## config.mk

```make
export PLATFORM = sky130hd
export DESIGN_NAME = uart_flowctl
export DESIGN_NICKNAME = d
export VERILOG_FILES = /design/src/rtl/uart_flowctl_pkg.sv /design/src/rtl/uart_flowctl_fifo.sv /design/src/rtl/uart_flowctl_ctrl.sv /design/src/rtl/uart_flowctl_dpath.sv /design/src/rtl/uart_flowctl.sv
export SDC_FILE = /design/constraint.sdc
export NUM_CORES = 1
export LEC_CHECK = 0
export BUFFER_PORTS_ARGS = -buffer_cell sky130_fd_sc_hd__buf_4
export CORE_MARGIN = 2
export CORE_UTILIZATION = 60
export CTS_BUF_LIST = sky130_fd_sc_hd__clkbuf_2
export DETAILED_ROUTE_END_ITERATION = 16
export MAX_ROUTING_LAYER = met4
export PLACE_DENSITY = 0.76
export SLEW_MARGIN = 20
export SYNTH_ARGS = -nofsm -noshare
export SYNTH_HDL_FRONTEND = slang
export SYNTH_HIERARCHICAL = 1
export SYNTH_SLANG_ARGS = --single-unit
```

## constraint.sdc

```tcl
create_clock -name clk -period 10.2 [get_ports clk]
set_input_delay 2.04 -clock clk [delete_from_list [all_inputs] [get_ports clk]]
set_output_delay 2.04 -clock clk [all_outputs]
set_load 0.02 [all_outputs]
```

## src/rtl/uart_flowctl_pkg.sv

```systemverilog
package uart_flowctl_pkg;

  localparam int unsigned DATA_BITS  = 8;
  localparam int unsigned FRAME_BITS = DATA_BITS + 3;   // start, data, parity, stop
  localparam int unsigned BIT_CNT_W  = $clog2(FRAME_BITS + 1);

  // Strobes issued by the control unit to the datapath, one cycle each.
  typedef struct packed {
    logic txLoad;    // pop the transmit queue head into the shifter
    logic txShift;   // advance the transmit shifter by one bit
    logic rxShift;   // capture the current line sample as a data bit
    logic rxCommit;  // stop bit sampled: queue the byte or flag an error
  } ctrlStrobes_t;

  typedef enum logic [1:0] {
    RX_IDLE  = 2'd0,
    RX_START = 2'd1,
    RX_BITS  = 2'd2,
    RX_STOP  = 2'd3
  } rxState_t;

endpackage

```

## src/rtl/uart_flowctl_fifo.sv

```systemverilog
module uart_flowctl_fifo #(
  parameter int unsigned DEPTH = 64,
  parameter int unsigned WIDTH = 8,
  localparam int unsigned PTR_W = (DEPTH > 1) ? $clog2(DEPTH) : 1,
  localparam int unsigned CNT_W = $clog2(DEPTH + 1)
) (
  input  logic             clk,
  input  logic             rstN,
  input  logic             wrEn,
  input  logic [WIDTH-1:0] wrData,
  input  logic             rdEn,
  output logic [WIDTH-1:0] rdData,
  output logic [CNT_W-1:0] count,
  output logic             full,
  output logic             empty
);

  localparam logic [CNT_W-1:0] FULL_CNT = CNT_W'(DEPTH);
  localparam logic [PTR_W-1:0] LAST_PTR = PTR_W'(DEPTH - 1);

  logic [WIDTH-1:0] mem [DEPTH];
  logic [PTR_W-1:0] wrPtr;
  logic [PTR_W-1:0] rdPtr;
  logic             doWrite;
  logic             doRead;

  assign full    = (count == FULL_CNT);
  assign empty   = (count == '0);
  assign doWrite = wrEn && !full;
  assign doRead  = rdEn && !empty;
  assign rdData  = mem[rdPtr];

  always_ff @(posedge clk) begin
    if (doWrite) mem[wrPtr] <= wrData;
  end

  always_ff @(posedge clk or negedge rstN) begin
    if (!rstN) begin
      wrPtr <= '0;
      rdPtr <= '0;
      count <= '0;
    end else begin
      if (doWrite) wrPtr <= (wrPtr == LAST_PTR) ? '0 : wrPtr + 1'b1;
      if (doRead)  rdPtr <= (rdPtr == LAST_PTR) ? '0 : rdPtr + 1'b1;
      case ({doWrite, doRead})
        2'b10:   count <= count + 1'b1;
        2'b01:   count <= count - 1'b1;
        default: count <= count;
      endcase
    end
  end

endmodule

```

## src/rtl/uart_flowctl_ctrl.sv

```systemverilog
module uart_flowctl_ctrl
  import uart_flowctl_pkg::*;
#(
  parameter int unsigned OVERSAMPLE = 16,
  parameter int unsigned CNT_W      = 7
) (
  input  logic             clk,
  input  logic             rstN,
  input  logic             baudTick,
  input  logic             cfgFlowEn,
  input  logic [CNT_W-1:0] cfgRtsLevel,
  input  logic [CNT_W-1:0] rxCount,
  input  logic             txEmpty,
  input  logic             ctsSync,
  input  logic             rxBit,
  output ctrlStrobes_t     strobes,
  output logic             rts
);

  localparam int unsigned TICK_W = $clog2(OVERSAMPLE);
  localparam logic [TICK_W-1:0]    LAST_TICK = TICK_W'(OVERSAMPLE - 1);
  localparam logic [TICK_W-1:0]    MID_TICK  = TICK_W'(OVERSAMPLE / 2 - 1);
  localparam logic [BIT_CNT_W-1:0] TX_LAST   = BIT_CNT_W'(FRAME_BITS - 1);
  localparam logic [BIT_CNT_W-1:0] RX_LAST   = BIT_CNT_W'(DATA_BITS);     // parity slot
  localparam logic [BIT_CNT_W-1:0] RX_DATA_N = BIT_CNT_W'(DATA_BITS);

  // ---------------- transmit sequencing ----------------
  logic                 txBusy;
  logic [TICK_W-1:0]    txTick;
  logic [BIT_CNT_W-1:0] txBitIdx;
  logic                 txGo;
  logic                 txBitEnd;

  // handshake only gates the start of a new frame
  assign txGo     = !txBusy && !txEmpty && !(cfgFlowEn && ctsSync);
  assign txBitEnd = txBusy && baudTick && (txTick == LAST_TICK);

  always_ff @(posedge clk or negedge rstN) begin
    if (!rstN) begin
      txBusy   <= 1'b0;
      txTick   <= '0;
      txBitIdx <= '0;
    end else if (txGo) begin
      txBusy   <= 1'b1;
      txTick   <= '0;
      txBitIdx <= '0;
    end else if (txBusy && baudTick) begin
      if (txTick == LAST_TICK) begin
        txTick <= '0;
        if (txBitIdx == TX_LAST) txBusy <= 1'b0;
        else                     txBitIdx <= txBitIdx + 1'b1;
      end else begin
        txTick <= txTick + 1'b1;
      end
    end
  end

  // ---------------- receive sequencing ----------------
  rxState_t             rxState;
  logic [TICK_W-1:0]    rxTick;
  logic [BIT_CNT_W-1:0] rxBitIdx;
  logic                 rxPrev;
  logic                 rxBitEnd;

  assign rxBitEnd = baudTick && (rxTick == LAST_TICK);

  always_ff @(posedge clk or negedge rstN) begin
    if (!rstN) begin
      rxState  <= RX_IDLE;
      rxTick   <= '0;
      rxBitIdx <= '0;
      rxPrev   <= 1'b1;
    end else begin
      rxPrev <= rxBit;
      case (rxState)
        RX_IDLE: begin
          // only a falling edge may begin a frame
          if (rxPrev && !rxBit) begin
            rxState <= RX_START;
            rxTick  <= '0;
          end
        end
        RX_START: begin
          if (baudTick) begin
            if (rxTick == MID_TICK) begin
              rxTick   <= '0;
              rxBitIdx <= '0;
              rxState  <= rxBit ? RX_IDLE : RX_BITS;   // mid-bit validation
            end else begin
              rxTick <= rxTick + 1'b1;
            end
          end
        end
        RX_BITS: begin
          if (baudTick) begin
            if (rxTick == LAST_TICK) begin
              rxTick <= '0;
              if (rxBitIdx == RX_LAST) rxState  <= RX_STOP;
              else                     rxBitIdx <= rxBitIdx + 1'b1;
            end else begin
              rxTick <= rxTick + 1'b1;
            end
          end
        end
        default: begin  // RX_STOP
          if (baudTick) begin
            if (rxTick == LAST_TICK) begin
              rxTick  <= '0;
              rxState <= RX_IDLE;
            end else begin
              rxTick <= rxTick + 1'b1;
            end
          end
        end
      endcase
    end
  end

  always_comb begin
    strobes.txLoad   = txGo;
    strobes.txShift  = txBitEnd;
    strobes.rxShift  = (rxState == RX_BITS) && rxBitEnd && (rxBitIdx < RX_DATA_N);
    strobes.rxCommit = (rxState == RX_STOP) && rxBitEnd;
  end

  // ready-to-send follows receive occupancy against the threshold
  assign rts = cfgFlowEn && (rxCount >= cfgRtsLevel);

endmodule

```

## src/rtl/uart_flowctl_dpath.sv

```systemverilog
module uart_flowctl_dpath
  import uart_flowctl_pkg::*;
#(
  parameter int unsigned DEPTH = 64,
  parameter int unsigned CNT_W = 7
) (
  input  logic                 clk,
  input  logic                 rstN,
  input  ctrlStrobes_t         strobes,
  input  logic                 cfgOddParity,
  input  logic [DATA_BITS-1:0] txData,
  input  logic                 txPush,
  input  logic                 rxPop,
  input  logic                 rxdPin,
  input  logic                 ctsPin,
  output logic                 txd,
  output logic                 rxBit,
  output logic                 ctsSync,
  output logic                 txEmpty,
  output logic                 txFull,
  output logic [CNT_W-1:0]     txCount,
  output logic [DATA_BITS-1:0] rxData,
  output logic                 rxEmpty,
  output logic [CNT_W-1:0]     rxCount,
  output logic                 txOverflow,
  output logic                 rxOverrun,
  output logic                 rxFrameErr
);

  logic [DATA_BITS-1:0]  txHead;
  logic                  txParity;
  logic [FRAME_BITS-1:0] txShreg;
  logic [DATA_BITS-1:0]  rxShreg;
  logic                  rxFull;
  logic                  rxQueueWr;
  logic [1:0]            rxPipe;
  logic [1:0]            ctsPipe;

  // transmit queue
  uart_flowctl_fifo #(.DEPTH(DEPTH), .WIDTH(DATA_BITS)) uTxFifo (
    .clk    (clk),
    .rstN   (rstN),
    .wrEn   (txPush),
    .wrData (txData),
    .rdEn   (strobes.txLoad),
    .rdData (txHead),
    .count  (txCount),
    .full   (txFull),
    .empty  (txEmpty)
  );

  // receive queue, written only for frames with a good stop bit
  assign rxQueueWr = strobes.rxCommit && rxBit;

  uart_flowctl_fifo #(.DEPTH(DEPTH), .WIDTH(DATA_BITS)) uRxFifo (
    .clk    (clk),
    .rstN   (rstN),
    .wrEn   (rxQueueWr),
    .wrData (rxShreg),
    .rdEn   (rxPop),
    .rdData (rxData),
    .count  (rxCount),
    .full   (rxFull),
    .empty  (rxEmpty)
  );

  // parity over the byte about to be framed
  assign txParity = (^txHead) ^ cfgOddParity;

  // frame shifter, LSB on the line, refills with idle ones
  always_ff @(posedge clk or negedge rstN) begin
    if (!rstN)                txShreg <= '1;
    else if (strobes.txLoad)  txShreg <= {1'b1, txParity, txHead, 1'b0};
    else if (strobes.txShift) txShreg <= {1'b1, txShreg[FRAME_BITS-1:1]};
  end
  assign txd = txShreg[0];

  // Line synchronizers
  always_ff @(posedge clk or negedge rstN) begin
    if (!rstN) begin
      rxPipe  <= 2'b11;
      ctsPipe <= 2'b00;
    end else begin
      rxPipe  <= {rxPipe[0], rxdPin};
      ctsPipe <= {ctsPipe[0], ctsPin};
    end
  end
  assign rxBit   = rxPipe[1];
  assign ctsSync = ctsPipe[1];

  // Receive deserializer: first bit ends up in bit 0
  always_ff @(posedge clk or negedge rstN) begin
    if (!rstN)                rxShreg <= '0;
    else if (strobes.rxShift) rxShreg <= {rxBit, rxShreg[DATA_BITS-1:1]};
  end

  // sticky error flags
  always_ff @(posedge clk or negedge rstN) begin
    if (!rstN) begin
      txOverflow <= 1'b0;
      rxOverrun  <= 1'b0;
      rxFrameErr <= 1'b0;
    end else begin
      if (txPush && txFull)                     txOverflow <= 1'b1;
      if (strobes.rxCommit && rxBit && rxFull)  rxOverrun  <= 1'b1;
      if (strobes.rxCommit && !rxBit)           rxFrameErr <= 1'b1;
    end
  end

endmodule

```

## src/rtl/uart_flowctl.sv

```systemverilog
module uart_flowctl
  import uart_flowctl_pkg::*;
#(
  parameter int unsigned FIFO_DEPTH = 64,
  parameter int unsigned OVERSAMPLE = 16,
  localparam int unsigned CNT_W = $clog2(FIFO_DEPTH + 1)
) (
  input  logic                 clk,
  input  logic                 rstN,
  input  logic                 baudTick,
  input  logic                 cfgFlowEn,
  input  logic                 cfgOddParity,
  input  logic [CNT_W-1:0]     cfgRtsLevel,
  input  logic [DATA_BITS-1:0] txData,
  input  logic                 txPush,
  output logic                 txFull,
  output logic [CNT_W-1:0]     txCount,
  output logic                 txOverflow,
  output logic [DATA_BITS-1:0] rxData,
  input  logic                 rxPop,
  output logic                 rxEmpty,
  output logic [CNT_W-1:0]     rxCount,
  output logic                 rxOverrun,
  output logic                 rxFrameErr,
  output logic                 txd,
  input  logic                 rxd,
  output logic                 rts,
  input  logic                 cts
);

  ctrlStrobes_t strobes;
  logic         txEmpty;
  logic         rxBit;
  logic         ctsSync;

  uart_flowctl_ctrl #(.OVERSAMPLE(OVERSAMPLE), .CNT_W(CNT_W)) uCtrl (
    .clk         (clk),
    .rstN        (rstN),
    .baudTick    (baudTick),
    .cfgFlowEn   (cfgFlowEn),
    .cfgRtsLevel (cfgRtsLevel),
    .rxCount     (rxCount),
    .txEmpty     (txEmpty),
    .ctsSync     (ctsSync),
    .rxBit       (rxBit),
    .strobes     (strobes),
    .rts         (rts)
  );

  uart_flowctl_dpath #(.DEPTH(FIFO_DEPTH), .CNT_W(CNT_W)) uDpath (
    .clk          (clk),
    .rstN         (rstN),
    .strobes      (strobes),
    .cfgOddParity (cfgOddParity),
    .txData       (txData),
    .txPush       (txPush),
    .rxPop        (rxPop),
    .rxdPin       (rxd),
    .ctsPin       (cts),
    .txd          (txd),
    .rxBit        (rxBit),
    .ctsSync      (ctsSync),
    .txEmpty      (txEmpty),
    .txFull       (txFull),
    .txCount      (txCount),
    .rxData       (rxData),
    .rxEmpty      (rxEmpty),
    .rxCount      (rxCount),
    .txOverflow   (txOverflow),
    .rxOverrun    (rxOverrun),
    .rxFrameErr   (rxFrameErr)
  );

endmodule

```

### Word-level counts from Yosys, hierarchy flattened

Memory sizes are Yosys's and may differ from the RTL's.
Index checks and enable logic that the tools add are counted.

* memory bits (writable): 1024
* logic and storage cells: 152
* output and inout bits: 29
* input bits: 24
* flip-flop bits (word level): 84
* memories kept: 2

Memory list
* uDpath.uRxFifo.mem: words 64, width 8, read ports 1, clocked after memory_dff 0, wr ports 1, line uart_flowctl_fifo.sv:21 `logic [WIDTH-1:0] mem [DEPTH];`
* uDpath.uTxFifo.mem: words 64, width 8, read ports 1, clocked after memory_dff 0, wr ports 1, line uart_flowctl_fifo.sv:21

* $lt $le $gt $ge: 2
* muxes and demuxes: 45
* bitwise gates (word level): 1
* reduce and logical (&&, ||, !) cells: 44
* equality and inequality tests: 26
* add/sub/neg operators: 12

Operator list (count)
* two-way mux 4 bit: 17
* one-hot mux 7 bit (2 select lines): 2
* adder 6 x 1 -> 6 bit (second input constant): 4
* equality test 6 bit (second input constant): 4
* two-way mux 6 bit: 4
* two-way mux 11 bit: 2
* logical AND 1 bit: 19
* two-way mux 2 bit: 9
* adder 4 x 1 -> 4 bit (second input constant): 4
* equality test 4 bit (second input constant): 4
* one-hot mux 4 bit (2 select lines): 2
* nonzero test 2 bit: 8
* adder 7 x 1 -> 7 bit (second input constant): 2
* equality test 7 bit (second input constant): 2
* logical NOT 7 bit: 2
* subtractor 7 x 1 -> 7 bit (second input constant): 2
* != test 2 x 1 -> 1 bit (second input constant): 5
* AND reduction 3 bit: 3
* equality test 2 bit (second input constant): 4
* two-way mux 1 bit: 8
* AND reduction 8 bit: 1
* XOR reduction 8 bit: 1
* greater-or-equal comparator 7 bit: 1
* logical NOT 1 bit: 7
* 9 further kinds: 13

### Logic depth before layout (Yosys ltp)

Gate-level depths: netlist of run 1.

* depth after elaboration: 7
* depth in mapped cells: 16
* depth with buffers taken out: 15

### Modules after synthesis

Netlist of run 1, hierarchy kept.

Modules (own cells, without submodules)
* uart_flowctl_fifo (uDpath.uTxFifo): cells an instance 1054, area an instance 21033.9 µm², times used 1, sequential area each 15850.2 µm²
* uart_flowctl_fifo (uDpath.uRxFifo): cells an instance 1054, area an instance 21002.6 µm², times used 1, sequential area each 15850.2 µm²
* uart_flowctl_ctrl: cells an instance 141, area an instance 1346.3 µm², times used 1, sequential area each 501.7 µm²
* uart_flowctl_dpath: cells an instance 77, area an instance 1028.5 µm², times used 1, sequential area each 640.6 µm²

### Worst setup path before layout of run 1

OpenSTA, ideal clock, no wires.

* path type: input-to-output
* start point: in cfgRtsLevel[4]
* end point: out rts
* slack: 5147 ps
* path buffers: 0
* arrival: 3013 ps
* required time: 8160 ps
* cell stages on the path: 6
* cell sequence: inv_1 ha_1 a21o_1 a211oi_1 o21ai_0 o211a_1

* longest elaborated chain between the ends: 2

Ends and longest elaborated chain
* start, declared: line uart_flowctl.sv:13 `input logic [CNT_W-1:0] cfgRtsLevel,`
* greater-or-equal comparator 7 bit: line uart_flowctl_ctrl.sv:127 `assign rts = cfgFlowEn && (rxCount >= cfgRtsLevel);`
* logical AND 1 bit: line uart_flowctl_ctrl.sv:127
* end, declared: line uart_flowctl.sv:27 `output logic rts,`

No other way between the ends.

### Final worst setup path of run 1

* start point: reg uDpath.uRxFifo.rdPtr[1]
* end point: out rxData[3]

* longest elaborated chain between the ends: 1

Ends and longest elaborated chain
* start, declared: line uart_flowctl_fifo.sv:23 `logic [PTR_W-1:0] rdPtr;`
* start signal, assigned: line uart_flowctl_fifo.sv:44 `if (doRead) rdPtr <= (rdPtr == LAST_PTR) ? '0 : rdPtr + 1'b1;`
* memory read (64 x 8 bit)
* end, declared: line uart_flowctl.sv:19 `output logic [DATA_BITS-1:0] rxData,`

No other way between the ends.

==> results.md, run 1 <==
- Postcts setup bufs: 0
- Layout cell share with drive strength beyond 1: 0.285
- CTS buffer count: 283
- TNS Setup: 0 ns
- Leak pwr: 15.9 nW
- Tightest Hold Check Type: register to register
- Sink Count: 1107
- Status: complete, no violations
- Hold_buf cts: 0
- Largest net degree at the start of global routing: 132
- Clock transition at the registers of the reported paths: 0.10 ns
- DPL Wire Length: 55.7 mm
- Vias in the first global route: 23900
- Slowest cell on the critical path: dfrtp_4
- CTS max path bufs: 4
- Core box area: 73100 um2
- Grt met2 use: 0.409
- Worst vdd ir: 0.000143 V
- Max Freq: 0.138 GHz
- Area Growth Syn to Fin: 7.63%
- Drt first pass iters: 6
- Max-cap violations: 0
- Setup CP Type: register to output pin
- Final Hold Viols: 0
- Htree depth: 5
- Reg2Reg Setup Slack: 5.68 ns
- Cell with the most instances after synthesis: edfxtp_1
- # rows: 99
- M3 GR Usage: 0.0500
- Top-area cell type share of the netlist area: 0.692
- Post-synth cell types: 87
- CP dominant cell by count: buf_4
- DIE WIDTH: 276 um
- CP startpoint kind: register
- Delay-heaviest family, CP: compound AO/OA/AOI/OAI gates
- DRC: 0
- EDFF count, synth: 1024
- Global placer's final weighted congestion: 0.863
- Worst-Margin Slew: 1.23 ns
- Cells after Synth: 2326
- CTS tree: yes
- Reg-to-reg endpoint: uDpath/txShreg[9]$_DFFE_PN1P_
- Fin. max-slew vios: 0
- First-pass GRT wire length: 142 mm
- Post-Route WL: 93.5 mm
- IO Count: 53
- Via count: 23500
- Post-synth net total: 2381
- Rel. slew slack: 0.170
- Tot Pwr: 0.00961 W
- Met1 GRT Util: 0.330
- Worst Hold Depth: 0
- Cts repair resizes: 0
- Drt wl/cell: 25.3 um
- Yosys Warn Count: 6
- Final worst path period need: 7.27 ns
- Ys flop type: edfxtp_1
- Antenna violations before repair: 1
- Layout Skew: 0.130 ns
- Worst setup EP type: output pin
- Die Span Y: 276 um
- FF-to-FF path depth: 10
- CP max stage delay: 1.19 ns
- Hold Path Origin: uDpath/rxPipe[0]$_DFF_PN1_
- RSZ-0062 raised after global routing: false
- #FFs+latches synth: 1107
- Worst-path cell chain: buf_4 > mux4_2 > o22ai_1 > o41ai_1 > o211a_1 > buf_4
- Synth area leaders: edfxtp_1 (69%), mux4_2 (11%), dfrtp_1 (3.9%), mux2i_1 (1.9%), nor2_1 (1.5%)
- Worst Path Max Fanout: 78
- Die Area: 76200 um2
- Hold path endpoint: uDpath/rxPipe[1]$_DFF_PN1_
- CTS root buf: clkbuf_2
- Avg Cell Area, Syn: 19.1 um2
- Layout Nets: 2617
- Initial Utilization: 0.608
- Largest area contributor in the netlist: edfxtp_1
- Busiest grt layer: met2
- Final period util: 0.713
- Count of input and output buffers: 52
- Iteration-0 DRC Markers: 2387
- Final setup viols: 0
- Tot GR Track Use: 0.256
- Remaining Overflow, GRT: 0
- Buf/Inv on CP: 2
- ANT nets after route: 0
- Cell area after synthesis: 44400 um2
- Fraction of registers with async set/reset: 0.0750
- Critical Path Start: uDpath/uRxFifo/rdPtr[1]$_DFFE_PN0P_
- CP Data Required Time: 8.16 ns
- Post-synthesis sequential area ratio: 0.740
- Worst Path Arrival: 5.23 ns
- Vias/cell: 6.34
- Worst-Skew Late Latency: 1.44 ns
- Reg-to-Reg Start: uDpath/uTxFifo/rdPtr[0]$_DFFE_PN0P_
- Synth top cells by count: edfxtp_1 (1024), mux4_2 (219), nor2_1 (174), nand2_1 (93), mux2i_1 (85)
- Pwr dens: 201 nW/um2
worst max-delay path by stage:
stage                           end  slack, ns  cells after the start
final                     rxData[3]       2.93                      6
after global routing      rxData[3]       2.84                      6
after global placement    rxData[3]       4.41                      6
after CTS                 rxData[3]       3.01                      6
after floorplan                 rts       5.15                      6
after detailed placement  rxData[3]       4.44                      6
through the flow:
stage	util	instances	hold slack [ns]	setup slack, ns	cell area, um2
after floorplan	-	2326	0.331	5.15	44400
after global placement	0.622	3235	0.337	4.41	45400
after detailed placement	0.622	3235	0.347	4.44	45400
after CTS	0.653	3694	0.327	3.01	47700
after global routing	0.654	3696	0.351	2.84	47800
final	0.654	3698	0.369	2.93	47800
power by group:
part           switching [W]  total, W  internal [W]
registers           0.000235   0.00531       0.00507
clock network        0.00166   0.00275       0.00109
logic               0.000920   0.00155      0.000628
state kept, by name, indices dropped and copies added, names as in the netlist:
register,flops
uCtrl/rxBitIdx,4
uCtrl/rxPrev,1
uCtrl/rxState,2
uCtrl/rxTick,4
uCtrl/txBitIdx,4
uCtrl/txBusy,1
uCtrl/txTick,4
uDpath/ctsPipe,2
uDpath/rxFrameErr,1
uDpath/rxOverrun,1
uDpath/rxPipe,2
uDpath/rxShreg,8
uDpath/txOverflow,1
uDpath/txShreg,10
uDpath/uRxFifo/count,7
uDpath/uRxFifo/mem,512
uDpath/uRxFifo/rdPtr,6
uDpath/uRxFifo/wrPtr,6
uDpath/uTxFifo/count,7
uDpath/uTxFifo/mem,512
uDpath/uTxFifo/rdPtr,6
uDpath/uTxFifo/wrPtr,6
routing by layer:
layer | vias to the layer above | wire length (um) | part of all wire
li1 | 10100 | - | -
met1 | 12000 | 35700 | 0.38
met2 | 1173 | 47400 | 0.51
met3 | 207 | 7600 | 0.081
met4 | 0 | 2890 | 0.031
met5 | - | 0 | 0
cell families (layout without fill, tap and decap cells):
kind of cell,Yosys count,after routing,share of synthesized area
simple gates,408,408,0.0433
other cells,0,3,0
buf+inv,156,566,0.0198
compound gates,258,258,0.0420
mux,336,336,0.140
flops,1107,1107,0.740
xor+xnor,30,30,0.00623
fa+ha+maj,31,31,0.00907
layout make-up:
| type | count | area [um2] |
|---|---|---|
| multi-input cells | 1063 | 10700 |
| fillers | 4919 | 25300 |
| clock buffers | 386 | 1930 |
| diodes | 3 | 7.51 |
| inverters | 37 | 139 |
| flip-flops and latches | 1107 | 32900 |
| repair buffers | 70 | 562 |
| clock inverters | 73 | 370 |
| well taps | 959 | 1200 |
cells in the final DEF, fill, tap and decap left out, types with 33 or more instances in the layout:
master	n
a21oi_1	33
buf_4	67
clkbuf_2	386
clkinv_1	56
dfrtp_1	57
edfxtp_1	1024
inv_1	35
mux2i_1	85
mux4_2	219
nand2_1	93
nand3_1	35
nor2_1	172
o22ai_1	44
Power figures use the tool's default switching activity.
==> run 2, diff against run 1 <==
==> constraint.sdc (replaced) <==
create_clock -name clk -period 7.5 [get_ports clk]
set_input_delay 1.5 -clock clk [delete_from_list [all_inputs] [get_ports clk]]
set_output_delay 1.5 -clock clk [all_outputs]
set_load 0.02 [all_outputs]
==> run 2 against run 1 <==
  * Count of clock-buffer cells in the layout is 20 higher
  * Clock power increased by 40%
  * Via count is 0.28% higher
==> results.md, run 2 (same netlist as run 1, synthesis figures left out) <==
- Status: complete, no violations
- Most common library cell in the layout ignoring fill and taps: edfxtp_1
- ANT nets after route: 0
- FF-to-FF path depth: 14
- Worst setup EP type: output pin
- Tot GR Track Use: 0.260
- Htree depth: 5
- Initial Utilization: 0.608
- Via count: 23500
- Antenna violations before repair: 1
- Setup CP Type: register to output pin
- IO Count: 53
- Final period util: 0.821
- Worst Hold Depth: 1
- Tightest Hold Check Type: input port to register
- Worst slack at placement: 2.66 ns
- Flop pwr share: 0.551
- Slowest cell on the critical path: dfrtp_4
- Hold Path Origin: cts
- Core box area: 73100 um2
- Clock share of power: 0.292
- Delay-heaviest family, CP: flip-flops
- NetSw: 0.00389 W
- DIE WIDTH: 276 um
- CTS max path bufs: 4
- Reg-to-Reg Start: uDpath/uTxFifo/count[3]$_DFFE_PN0P_
- Final worst path period need: 6.16 ns
- Sw Ratio: 0.295
- Rel. slew slack: 0.282
- Global placer's final weighted congestion: 0.914
- Layout cell share with drive strength beyond 1: 0.290
- Vias/cell: 6.33
- Remaining Overflow, GRT: 0
- Max Freq: 0.162 GHz
- Post-Route WL: 94.9 mm
- DPL Wire Length: 56.2 mm
- Internal power: 0.00929 W
- Vias in the first global route: 24400
- Worst vdd ir: 0.000188 V
- Worst-path cell chain: buf_12 > buf_12 > mux4_2 > a22oi_1 > and3_1 > o31ai_1 > buf_4
- Leak pwr: 16.0 nW
- Critical Path Start: uDpath/uRxFifo/rdPtr[0]$_DFFE_PN0P_
- Commonest non-fill, non-tap cells in the layout: edfxtp_1 (1024), clkbuf_2 (406), mux4_2 (219)
- CP Data Required Time: 6.00 ns
- Worst Path Max Fanout: 57
- CTS root buf: clkbuf_2
- Buf/Inv on CP: 3
- DRC: 0
- First-pass GRT wire length: 144 mm
- Pwr dens: 275 nW/um2
- Worst-Margin Slew: 1.07 ns
- CP startpoint kind: register
- CTS buffer count: 285
- CP max stage delay: 1.06 ns
- Drt first pass iters: 6
- Largest net degree at the start of global routing: 94
- Clock transition at the registers of the reported paths: 0.10 ns
- Drt wl/cell: 25.5 um
- TNS Setup: 0 ns
- Worst Path Arrival: 4.66 ns
- Layout Nets: 2625
- Die Span Y: 276 um
- CP dominant cell by count: buf_12
- Worst-Skew Late Latency: 1.43 ns
- Sink Count: 1107
- Fin. max-slew vios: 0
- Count of input and output buffers: 52
- Iteration-0 DRC Markers: 2966
- Largest registers: uDpath/uRxFifo/mem (512), uDpath/uTxFifo/mem (512), uDpath/txShreg (10)
- # rows: 99
- Levels on crit path: 7
- Area Growth Syn to Fin: 7.90%
- Max-cap violations: 0
- Cts repair resizes: 0
- Logic pwr share: 0.157
- # fillers: 4897
- Setup WS post-layout: 1.34 ns
- Final setup viols: 0
- Final Hold Viols: 0
- Die Area: 76200 um2
- Layout Skew: 0.0937 ns
- CTS tree: yes
- RSZ-0062 raised after global routing: false
[run 2: power by group through the flow]
stage / Sequential [W] / Clock [W] / Combinational [W]
final: 0.00727 / 0.00384 / 0.00207
after global routing: 0.00730 / 0.00428 / 0.00221
after floorplan: 0.00717 / 0 / 0.00161
after global placement: 0.00738 / 0 / 0.00201
after detailed placement: 0.00740 / 0 / 0.00206
after CTS: 0.00726 / 0.00395 / 0.00207
[run 2: path summary, 6_finish.rpt]
path | slack [ns] | endpoint
min in group asynchronous | 0.59 | uDpath/uTxFifo/count[4]$_DFFE_PN0P_
worst max-delay path | 1.34 | rxData[0]
worst min register to register | 0.36 | uDpath/rxPipe[1]$_DFF_PN1_
worst min-delay path | 0.23 | uDpath/ctsPipe[0]$_DFF_PN0_
max in group asynchronous | 5.77 | uDpath/uRxFifo/rdPtr[0]$_DFFE_PN0P_
worst max register to register | 3.30 | uDpath/uTxFifo/count[6]$_DFFE_PN0P_
[run 2: timing repair]
action / in CTS / in global routing
hold buffers: 1 / 0
setup buffers: 0 / 0
setup endpoints to repair: 0 / 0
endpoints found under the hold margin: 20 / 0
[run 2: final cells by class]
cell class	count	area, um2	share of cell area
inverter	37	139	0.00290
tap	959	1200	0.0250
multi-input combinational	1063	10700	0.223
clock inverter	69	348	0.00726
antenna	1	2.50	0.0000522
clock buffer	406	2030	0.0424
timing repair buffer	76	623	0.0130
sequential	1107	32900	0.686
[run 2: per-layer routing]
layer | routed length, um | track usage | share of wire
met5 | 0 | - | 0
met4 | 3340 | 0.111 | 0.035
met3 | 8040 | 0.0603 | 0.085
met2 | 46700 | 0.402 | 0.49
met1 | 36900 | 0.337 | 0.39
[run 2: metrics by stage]
stage,util,instances,total power [W],hold WS (ns),area (um2)
after floorplan,-,2326,0.00879,0.331,44400
after global placement,0.623,3241,0.00939,0.336,45500
after detailed placement,0.623,3241,0.00946,0.338,45500
after CTS,0.655,3717,0.0133,0.0785,47900
after global routing,0.656,3718,0.0138,0.111,47900
final,0.656,3718,0.0132,0.229,47900
